## config.mk

```make
export PLATFORM = sky130hd
export DESIGN_NAME = dual_port_token_bank
export DESIGN_NICKNAME = d
export VERILOG_FILES = /design/src/rtl/tokbank_pkg.sv /design/src/rtl/tokbank_cell.sv /design/src/rtl/tokbank_reader.sv /design/src/rtl/dual_port_token_bank.sv
export SDC_FILE = /design/constraint.sdc
export NUM_CORES = 1
export LEC_CHECK = 0
export BUFFER_PORTS_ARGS = -buffer_cell sky130_fd_sc_hd__buf_2
export CAP_MARGIN = 40
export CORE_AREA = 2 2 75 77
export DETAILED_ROUTE_END_ITERATION = 8
export DIE_AREA = 0 0 77 79
export HOLD_SLACK_MARGIN = 0.03
export PLACE_DENSITY = 0.78
export SYNTH_ARGS = -nofsm -noshare
export SYNTH_HDL_FRONTEND = slang
export SYNTH_SLANG_ARGS = --single-unit
```

## constraint.sdc

```tcl
create_clock -name clk -period 1.5 [get_ports clk]
set_clock_uncertainty 0.1 [all_clocks]
set_input_delay 0.15 -clock clk [delete_from_list [all_inputs] [get_ports clk]]
set_output_delay 0.15 -clock clk [all_outputs]
set_load 0.005 [all_outputs]
```

## src/rtl/tokbank_pkg.sv

```systemverilog
package tokbank_pkg;

  typedef enum logic [1:0] {
    OWN_NONE  = 2'd0,
    OWN_LEFT  = 2'd1,
    OWN_RIGHT = 2'd2
  } owner_e;

  // Next owner from the current owner and the updated request latches
  // (latch value 0 = request pending). Left wins a same-cycle tie.
  function automatic owner_e next_owner(owner_e cur, logic lreq_n, logic rreq_n);
    owner_e nxt;
    nxt = cur;
    case (cur)
      OWN_LEFT:  if (lreq_n) nxt = rreq_n ? OWN_NONE : OWN_RIGHT;
      OWN_RIGHT: if (rreq_n) nxt = lreq_n ? OWN_NONE : OWN_LEFT;
      default: begin
        if (!lreq_n)      nxt = OWN_LEFT;
        else if (!rreq_n) nxt = OWN_RIGHT;
        else              nxt = OWN_NONE;
      end
    endcase
    return nxt;
  endfunction

  // Flag bit as seen from one side: 0 when that side owns the flag.
  function automatic logic seen_bit(owner_e cur, logic from_right);
    return from_right ? (cur != OWN_RIGHT) : (cur != OWN_LEFT);
  endfunction

endpackage

```

## src/rtl/tokbank_cell.sv

```systemverilog
module tokbank_cell
  import tokbank_pkg::*;
(
  input  logic   clk,
  input  logic   rst_n,
  input  logic   l_hit,
  input  logic   l_bit,
  input  logic   r_hit,
  input  logic   r_bit,
  output owner_e owner_q
);

  logic   req_l_q, req_r_q;
  logic   req_l_d, req_r_d;
  owner_e owner_d;

  always_comb begin
    req_l_d = l_hit ? l_bit : req_l_q;
    req_r_d = r_hit ? r_bit : req_r_q;
    owner_d = next_owner(owner_q, req_l_d, req_r_d);
  end

  always_ff @(posedge clk) begin
    if (!rst_n) begin
      req_l_q <= 1'b1;
      req_r_q <= 1'b1;
      owner_q <= OWN_NONE;
    end else begin
      req_l_q <= req_l_d;
      req_r_q <= req_r_d;
      owner_q <= owner_d;
    end
  end

  AST_OWNER_HOLDS_REQ: assert property (@(posedge clk) disable iff (!rst_n)
    ((owner_q == OWN_LEFT) |-> !req_l_q) and ((owner_q == OWN_RIGHT) |-> !req_r_q));
  AST_FREE_MEANS_IDLE: assert property (@(posedge clk) disable iff (!rst_n)
    (owner_q == OWN_NONE) |-> (req_l_q && req_r_q));
  AST_TIE_LEFT_WINS: assert property (@(posedge clk) disable iff (!rst_n)
    (owner_q == OWN_NONE && l_hit && !l_bit && r_hit && !r_bit) |=> (owner_q == OWN_LEFT && !req_r_q));
  AST_HANDOVER: assert property (@(posedge clk) disable iff (!rst_n)
    (owner_q == OWN_LEFT && l_hit && l_bit && !req_r_q && !(r_hit && r_bit)) |=> (owner_q == OWN_RIGHT));

endmodule

```

## src/rtl/tokbank_reader.sv

```systemverilog
module tokbank_reader #(
  parameter int DATA_W = 9
) (
  input  logic              clk,
  input  logic              rst_n,
  input  logic              sel,
  input  logic              oe,
  input  logic              wr,
  input  logic              view_bit,
  output logic [DATA_W-1:0] rdata
);

  logic rd_act, rd_act_q, capture;

  assign rd_act  = sel && oe && !wr;
  assign capture = rd_act && !rd_act_q;

  always_ff @(posedge clk) begin
    if (!rst_n) begin
      rd_act_q <= 1'b0;
      rdata    <= '1;
    end else begin
      rd_act_q <= rd_act;
      if (capture) rdata <= {DATA_W{view_bit}};
    end
  end

  AST_HOLD_WHILE_ACTIVE: assert property (@(posedge clk) disable iff (!rst_n)
    (rd_act && rd_act_q) |=> $stable(rdata));
  AST_RDATA_UNIFORM: assert property (@(posedge clk) disable iff (!rst_n)
    (rdata == '0) || (rdata == '1));
  AST_NO_CAPTURE_UNSEL: assert property (@(posedge clk) disable iff (!rst_n)
    !sel |=> $stable(rdata));

endmodule

```

## src/rtl/dual_port_token_bank.sv

```systemverilog
module dual_port_token_bank
  import tokbank_pkg::*;
#(
  parameter int NUM_FLAGS = 8,
  parameter int ADDR_W    = 13,
  parameter int DATA_W    = 9
) (
  input  logic              clk,
  input  logic              rst_n,
  input  logic              l_sel,
  input  logic              l_oe,
  input  logic              l_wr,
  input  logic [ADDR_W-1:0] l_addr,
  input  logic [DATA_W-1:0] l_wdata,
  output logic [DATA_W-1:0] l_rdata,
  input  logic              r_sel,
  input  logic              r_oe,
  input  logic              r_wr,
  input  logic [ADDR_W-1:0] r_addr,
  input  logic [DATA_W-1:0] r_wdata,
  output logic [DATA_W-1:0] r_rdata
);

  localparam int IDX_W = (NUM_FLAGS > 1) ? $clog2(NUM_FLAGS) : 1;

  logic [IDX_W-1:0] l_idx, r_idx;
  logic             l_we, r_we;
  logic             l_view, r_view;
  owner_e           owner_w [NUM_FLAGS];

  // Upper address bits and upper data bits are deliberately unused.
  logic unused_port_bits;
  assign unused_port_bits = ^{l_addr[ADDR_W-1:IDX_W], r_addr[ADDR_W-1:IDX_W],
                              l_wdata[DATA_W-1:1], r_wdata[DATA_W-1:1]};

  assign l_idx = l_addr[IDX_W-1:0];
  assign r_idx = r_addr[IDX_W-1:0];
  assign l_we  = l_sel && l_wr;
  assign r_we  = r_sel && r_wr;

  for (genvar g = 0; g < NUM_FLAGS; g++) begin : g_flag
    tokbank_cell u_cell (
      .clk     (clk),
      .rst_n   (rst_n),
      .l_hit   (l_we && (l_idx == IDX_W'(g))),
      .l_bit   (l_wdata[0]),
      .r_hit   (r_we && (r_idx == IDX_W'(g))),
      .r_bit   (r_wdata[0]),
      .owner_q (owner_w[g])
    );
  end

  assign l_view = seen_bit(owner_w[l_idx], 1'b0);
  assign r_view = seen_bit(owner_w[r_idx], 1'b1);

  tokbank_reader #(.DATA_W(DATA_W)) u_rd_l (
    .clk(clk), .rst_n(rst_n), .sel(l_sel), .oe(l_oe), .wr(l_wr),
    .view_bit(l_view), .rdata(l_rdata)
  );

  tokbank_reader #(.DATA_W(DATA_W)) u_rd_r (
    .clk(clk), .rst_n(rst_n), .sel(r_sel), .oe(r_oe), .wr(r_wr),
    .view_bit(r_view), .rdata(r_rdata)
  );

endmodule

```

# Yosys cells after proc, flatten, opt, wreduce, memory -nomap -nowiden
# Cells that the tools add are included.
# op_classes
magnitude_cmp,2
n_eq_ne,48
n_mux,70
bitwise,2
reduce_logical,38
# ops
cell,count
$mux 2,36
$ne 2x1->1 const B,17
$pmux 2 s2,8
$eq 3x3->1 const B,8
$logic_and 1x1->1,24
$mux 1,24
$eq 2x1->1 const B,8
$eq 2x2->1 const B,8
$reduce_and 2->1,8
$bmux 2 s3,2
$eq 3x2->1 const B,4
$ge 4x4->1 const B,2
$not 3->4,2
$eq 3x1->1 const B,2
$logic_not 3->1,2
$logic_not 1->1,4
$ne 2x2->1 const B,1
# totals
reg_bits,36
inputBits,52
output_inout_bits,18
elab_cells,188

# Longest topological paths before layout
# logic_depth
depth_word,6
depth_mapped,6

# Hierarchy
# A second synthesis with hierarchy kept.
# hier_totals
hier_cells,278
hier_area_um2,2491.1
# by_module_without_submodules
module,instances,cells_per_inst,area_each_um2,seq_area_each_um2
tokbank_cell,8,23,224.0,80.1
dual_port_token_bank,1,64,406.6,0.0
tokbank_reader,2,15,146.4,40.0

# Least setup slack after synthesis
# No wires, ideal clock.
# synth_path
kind,in2reg
from,input l_addr[2]
to,register g_flag[0].u_cell.owner_q[0]
arrival_time_ns,1.327
t_required_ns,1.328
setup_slack_ns,0.001
path_stages,5
cell_sequence,nand3b_4 or3_4 and3b_4 nor4_4 mux2i_1
# synth_between
elab_chain_cells,6
elab_cells_between_ends,9
classes_between,1 x eq/ne; 5 x mux; 3 x reduce/logical
# synth_lines
element,line,rtl
start: declaration,dual_port_token_bank.sv:13,"input logic [ADDR_W-1:0] l_addr,"
$logic_not 3->1 *,dual_port_token_bank.sv:45,".l_hit (l_we && (l_idx == IDX_W'(g))),"
$logic_and 1x1->1 *,dual_port_token_bank.sv:45,
$mux 1 *,tokbank_cell.sv:18,req_l_d = l_hit ? l_bit : req_l_q;
$mux 1,tokbank_pkg.sv:16,OWN_RIGHT: if (rreq_n) nxt = lreq_n ? OWN_NONE : OWN_LEFT;
$mux 2,tokbank_pkg.sv:16,
$pmux 2 s2,tokbank_pkg.sv:14,case (cur)
end signal: assignment,tokbank_cell.sv:31,owner_q <= owner_d;
end: declaration,tokbank_cell.sv:10,output owner_e owner_q
# Every way passes the cells marked *; elsewhere a longest branch is shown, timed or not. The select of a mux whose other input is x is not followed.
# A chain may end at the register's enable or synchronous reset.

# Worst setup path after layout
# layout_path
from,register g_flag[0].u_cell.owner_q[0]
to,"register, netlist name u_rd_l.rdata[0]"
# layout_between
elab_chain_cells,4
# layout_lines
element,line,rtl
$bmux 2 s3,dual_port_token_bank.sv:53,"assign l_view = seen_bit(owner_w[l_idx], 1'b0);"
$mux 2 (not written as such) (2 in series),dual_port_token_bank.sv:53,
$ne 2x1->1,tokbank_pkg.sv:28,return from_right ? (cur != OWN_RIGHT) : (cur != OWN_LEFT);
# No other way between the ends. The select of a mux whose other input is x is not followed.

==> summary.log <==
INFO  detailed_routing firstDrtPassIters=4
INFO  synthesis      netlist.top_cell.by_area=dfxtp_1
INFO  placed_design  number_of_buffer_cells_added_on_primary_ports=33
INFO  detailed_routing routed_wire_length_per_instance=14.7um
INFO  clock_network  ctsLongestPathBuffers=2
INFO  die            std_cell_rows=27
INFO  sta            setup_viol_count_final=1
INFO  synthesis      ys.flop_type=dfxtp_1
INFO  die            io-pin-count=70
INFO  critical_path  timing.critical_path.fanout_max=5
INFO  run            maxCapViolCount=0
INFO  clock_network  clk-insertion-delay-late=0.29ns
INFO  clock_network  tritoncts=yes
INFO  global_routing gr-total-overflow=0
INFO  final_layout   final_cell_area=3140um^2
INFO  die            die-height=79um
INFO  die            fp.dieArea=6080um^2
INFO  synthesis      synthTopCellsByArea=dfxtp_1 (30%), ha_1 (8.2%), mux2i_1 (5.8%)
INFO  synthesis      post-synth-top-area-fraction=29.7%
INFO  clock_network  clock_tree.root_cell=clkbuf_8
INFO  clock_network  tritoncts_num_sinks=36
INFO  run_status     run_status=finished, violations left
INFO  detailed_routing initial_drc_count=199
INFO  critical_path  critical_path.startpoint_type=register
INFO  sta            headroom_to_the_max_slew_limit=71.9%
INFO  power_and_ir_drop pwr_density_cell=653nW/um^2
INFO  clock_network  cts_buffers=5
INFO  synthesis      async_reset_ff_share=0%
INFO  clock_network  path_clk_slew=0.07ns
INFO  critical_path  worst_setup_path_end_kind=register
INFO  detailed_routing route.detailed.drc=0
INFO  die            core=5340um^2
INFO  final_layout   finalNetCount=416
INFO  detailed_routing wl_final=6.18mm
INFO  final_layout   drive_gt1_share=39.0%
INFO  sta            hold_fails_final_rpt=0
INFO  sta            maxClockFrequency=0.656GHz
INFO  sta            final_ws_setup=-0.0242ns
INFO  power_and_ir_drop total_power=2.05mW
INFO  global_routing initial_antenna_violation_count=0
INFO  placed_design  dp_hpwl=4.47mm
INFO  die            die_x=77um
INFO  global_routing grt_start_max_net_pins=19
INFO  sta            fin_crit=1.52ns
INFO  run_status     violations=negative setup slack
INFO  critical_path  arrival=1.60ns
INFO  synthesis      synth_seq_area_share=29.7%
INFO  placed_design  placed_area=2860um^2
INFO  min_path       hold_class=in -> reg
INFO  detailed_routing vias_per_cell=5.65
INFO  power_and_ir_drop static-leakage-power=1.22nW
INFO  synthesis      netlist_area=2430um^2
INFO  synthesis      syn-num-nets=351
INFO  critical_path  setup.worst_path.class=reg -> reg
INFO  synthesis      synthesis.yosys.warnings=0
INFO  sta            slew_of_the_pin_with_the_lowest_slew_margin=0.410ns
INFO  detailed_routing dr_total_vias=2378
INFO  final_layout   layout.filler_cells=473
INFO  synthesis      postSynthAreaPerCell=8.58um^2
INFO  synthesis      postSynthRegisterBits=36
INFO  sta            grt_setup_unrepaired=true
INFO  sta            post-route-period-util=102%
INFO  final_layout   areaGrowthSynthToFinish=29.3%
INFO  critical_path  timing.critical_path.required=1.58ns
INFO  global_routing grt_use_total=19.9%
INFO  synthesis      synth.lib_cells_used.distinct=47
INFO  power_and_ir_drop irDropWorstVdd=0.455mV
INFO  detailed_routing antenna_violating_nets_post_route=0
INFO  global_routing global_route_wire_length_before_repair=9.78mm
INFO  placed_design  dp_slack=-0.159ns
INFO  final_layout   final_core_util=58.8%
INFO  synthesis      synth_edf_count=0
INFO  final_layout   n_antenna_cell=0
INFO  synthesis      syn-instance-count=283
INFO  sta            max_transition_viols_final=0
INFO  clock_network  clock_tree.htree_level_count=2
INFO  die            start_util=45.5%
INFO  placed_design  globalplace.congestion=0.844
INFO  global_routing grt_pass1_vias=2148
==> cells in the mapped netlist (3+ instances only) <==
master / n
a211o_1: 6
a311oi_1: 4
nand4_1: 11
mux2i_1: 14
nor3b_1: 9
o211ai_1: 12
nand3_1: 8
nor2_1: 20
clkbuf_1: 4
nand2b_1: 5
dfxtp_1: 36
o21ai_1: 4
o21ai_2: 3
a31oi_1: 6
nand3b_1: 4
or4_1: 3
buf_2: 3
o21ai_0: 7
buf_4: 16
nand2_1: 24
or3_1: 3
o21a_1: 3
or3b_2: 3
and3_1: 5
ha_1: 16
inv_1: 20
a211oi_1: 6
==> final cells by class <==
class | count | area [um^2] | area share, %
Clock buffer | 8 | 90.1 | 2.87
Inverter | 20 | 77.6 | 2.47
Multi-Input combinational cell | 203 | 1580 | 50.3
Sequential cell | 36 | 753 | 24.0
Tap cell | 72 | 90.1 | 2.87
Timing Repair Buffer | 82 | 551 | 17.5
==> critical path, cell delays in order (launching register included) <==
cell      delay [ns]
dfxtp_4         0.38
nor3b_1         0.26
a311oi_1        0.09
a211oi_1        0.22
a211oi_1        0.08
a211o_1         0.27
==> metrics by stage <==
| step | hold WS (ns) | TNS (ns) | cells |
|---|---|---|---|
| 2_1_floorplan | 0.127 | 0 | 283 |
| 3_3_place_gp | 0.298 | -1.08 | 407 |
| 3_5_place_dp | 0.307 | -1.71 | 407 |
| 4_1_cts | 0.0441 | 0 | 421 |
| 5_1_grt | 0.0395 | -0.341 | 421 |
| 6_report | 0.0273 | -0.0242 | 421 |
==> registers in the layout, summed over array words and instances, names as in the netlist <==
name                   count
u_rd_r.rdata               1
g_flag.u_cell.owner_q     16
u_rd_r.rd_act_q            1
g_flag.u_cell.req_l_q      8
g_flag.u_cell.req_r_q      8
u_rd_l.rd_act_q            1
u_rd_l.rdata               1
==> report_power, final <==
part	leakage (nW)	switching (mW)	internal, mW
Combinational	0.878	0.175	0.158
Sequential	0.299	0.0198	0.964
Clock	0.0455	0.356	0.375
==> logic make-up after synthesis <==
| logic type | after synthesis | share of synthesized area (%) |
|---|---|---|
| fa+ha+maj | 16 | 8.24 |
| flops | 36 | 29.7 |
| compound gates | 61 | 18.3 |
| simple gates | 112 | 28.2 |
| buf+inv | 44 | 9.74 |
| mux | 14 | 5.77 |
==> per-layer routing <==
| layer | GRT usage, % | part of all wire [%] | vias up |
|---|---|---|---|
| met1 | 25.2 | 44 | 1149 |
| met2 | 33.7 | 49 | 63 |
| met4 | 6.79 | 2.0 | 0 |
| li1 | - | - | 1153 |
| met3 | 4.09 | 4.5 | 13 |
| met5 | 0 | 0 | - |
==> path summary, 6_finish.rpt <==
check / start / end / cells past startpoint / slack, ns
max reg2reg: g_flag[0].u_cell.owner_q[0]$_SDFFE_PN0P_ / u_rd_l.rdata[0]$_SDFFE_PN1P_ / 5 / -0.02
max: g_flag[0].u_cell.owner_q[0]$_SDFFE_PN0P_ / u_rd_l.rdata[0]$_SDFFE_PN1P_ / 5 / -0.02
min reg2reg: g_flag[1].u_cell.req_r_q$_SDFF_PN1_ / g_flag[1].u_cell.req_r_q$_SDFF_PN1_ / 2 / 0.41
min: rst_n / g_flag[1].u_cell.req_r_q$_SDFF_PN1_ / 2 / 0.03
==> layout by cell type (no fill, tap or decap), types with 4 or more instances in the layout <==
cell type	n
a211o_1	6
a211oi_1	4
a311oi_1	4
a31oi_1	6
and3_1	5
buf_2	33
buf_4	46
clkbuf_8	6
dfxtp_1	26
dfxtp_4	8
ha_1	7
ha_2	5
ha_4	4
inv_1	14
inv_2	5
mux2i_1	14
nand2_1	24
nand2b_1	5
nand3_1	8
nand3b_1	4
nand4_1	11
nor2_1	20
nor3b_1	6
o211ai_1	12
o21ai_0	7
o21ai_1	4
==> timing repair <==
action | in CTS | in global routing
buffers inserted | 3 | 1
pin swaps | 6 | 7
hold endpoints to repair | 3 | 0
gates resized for setup | 25 | 24
hold buffers | 3 | 0
endpoints found under the setup margin | 10 | 13
cloned | 0 | 0
Power figures use the tool's default switching activity.
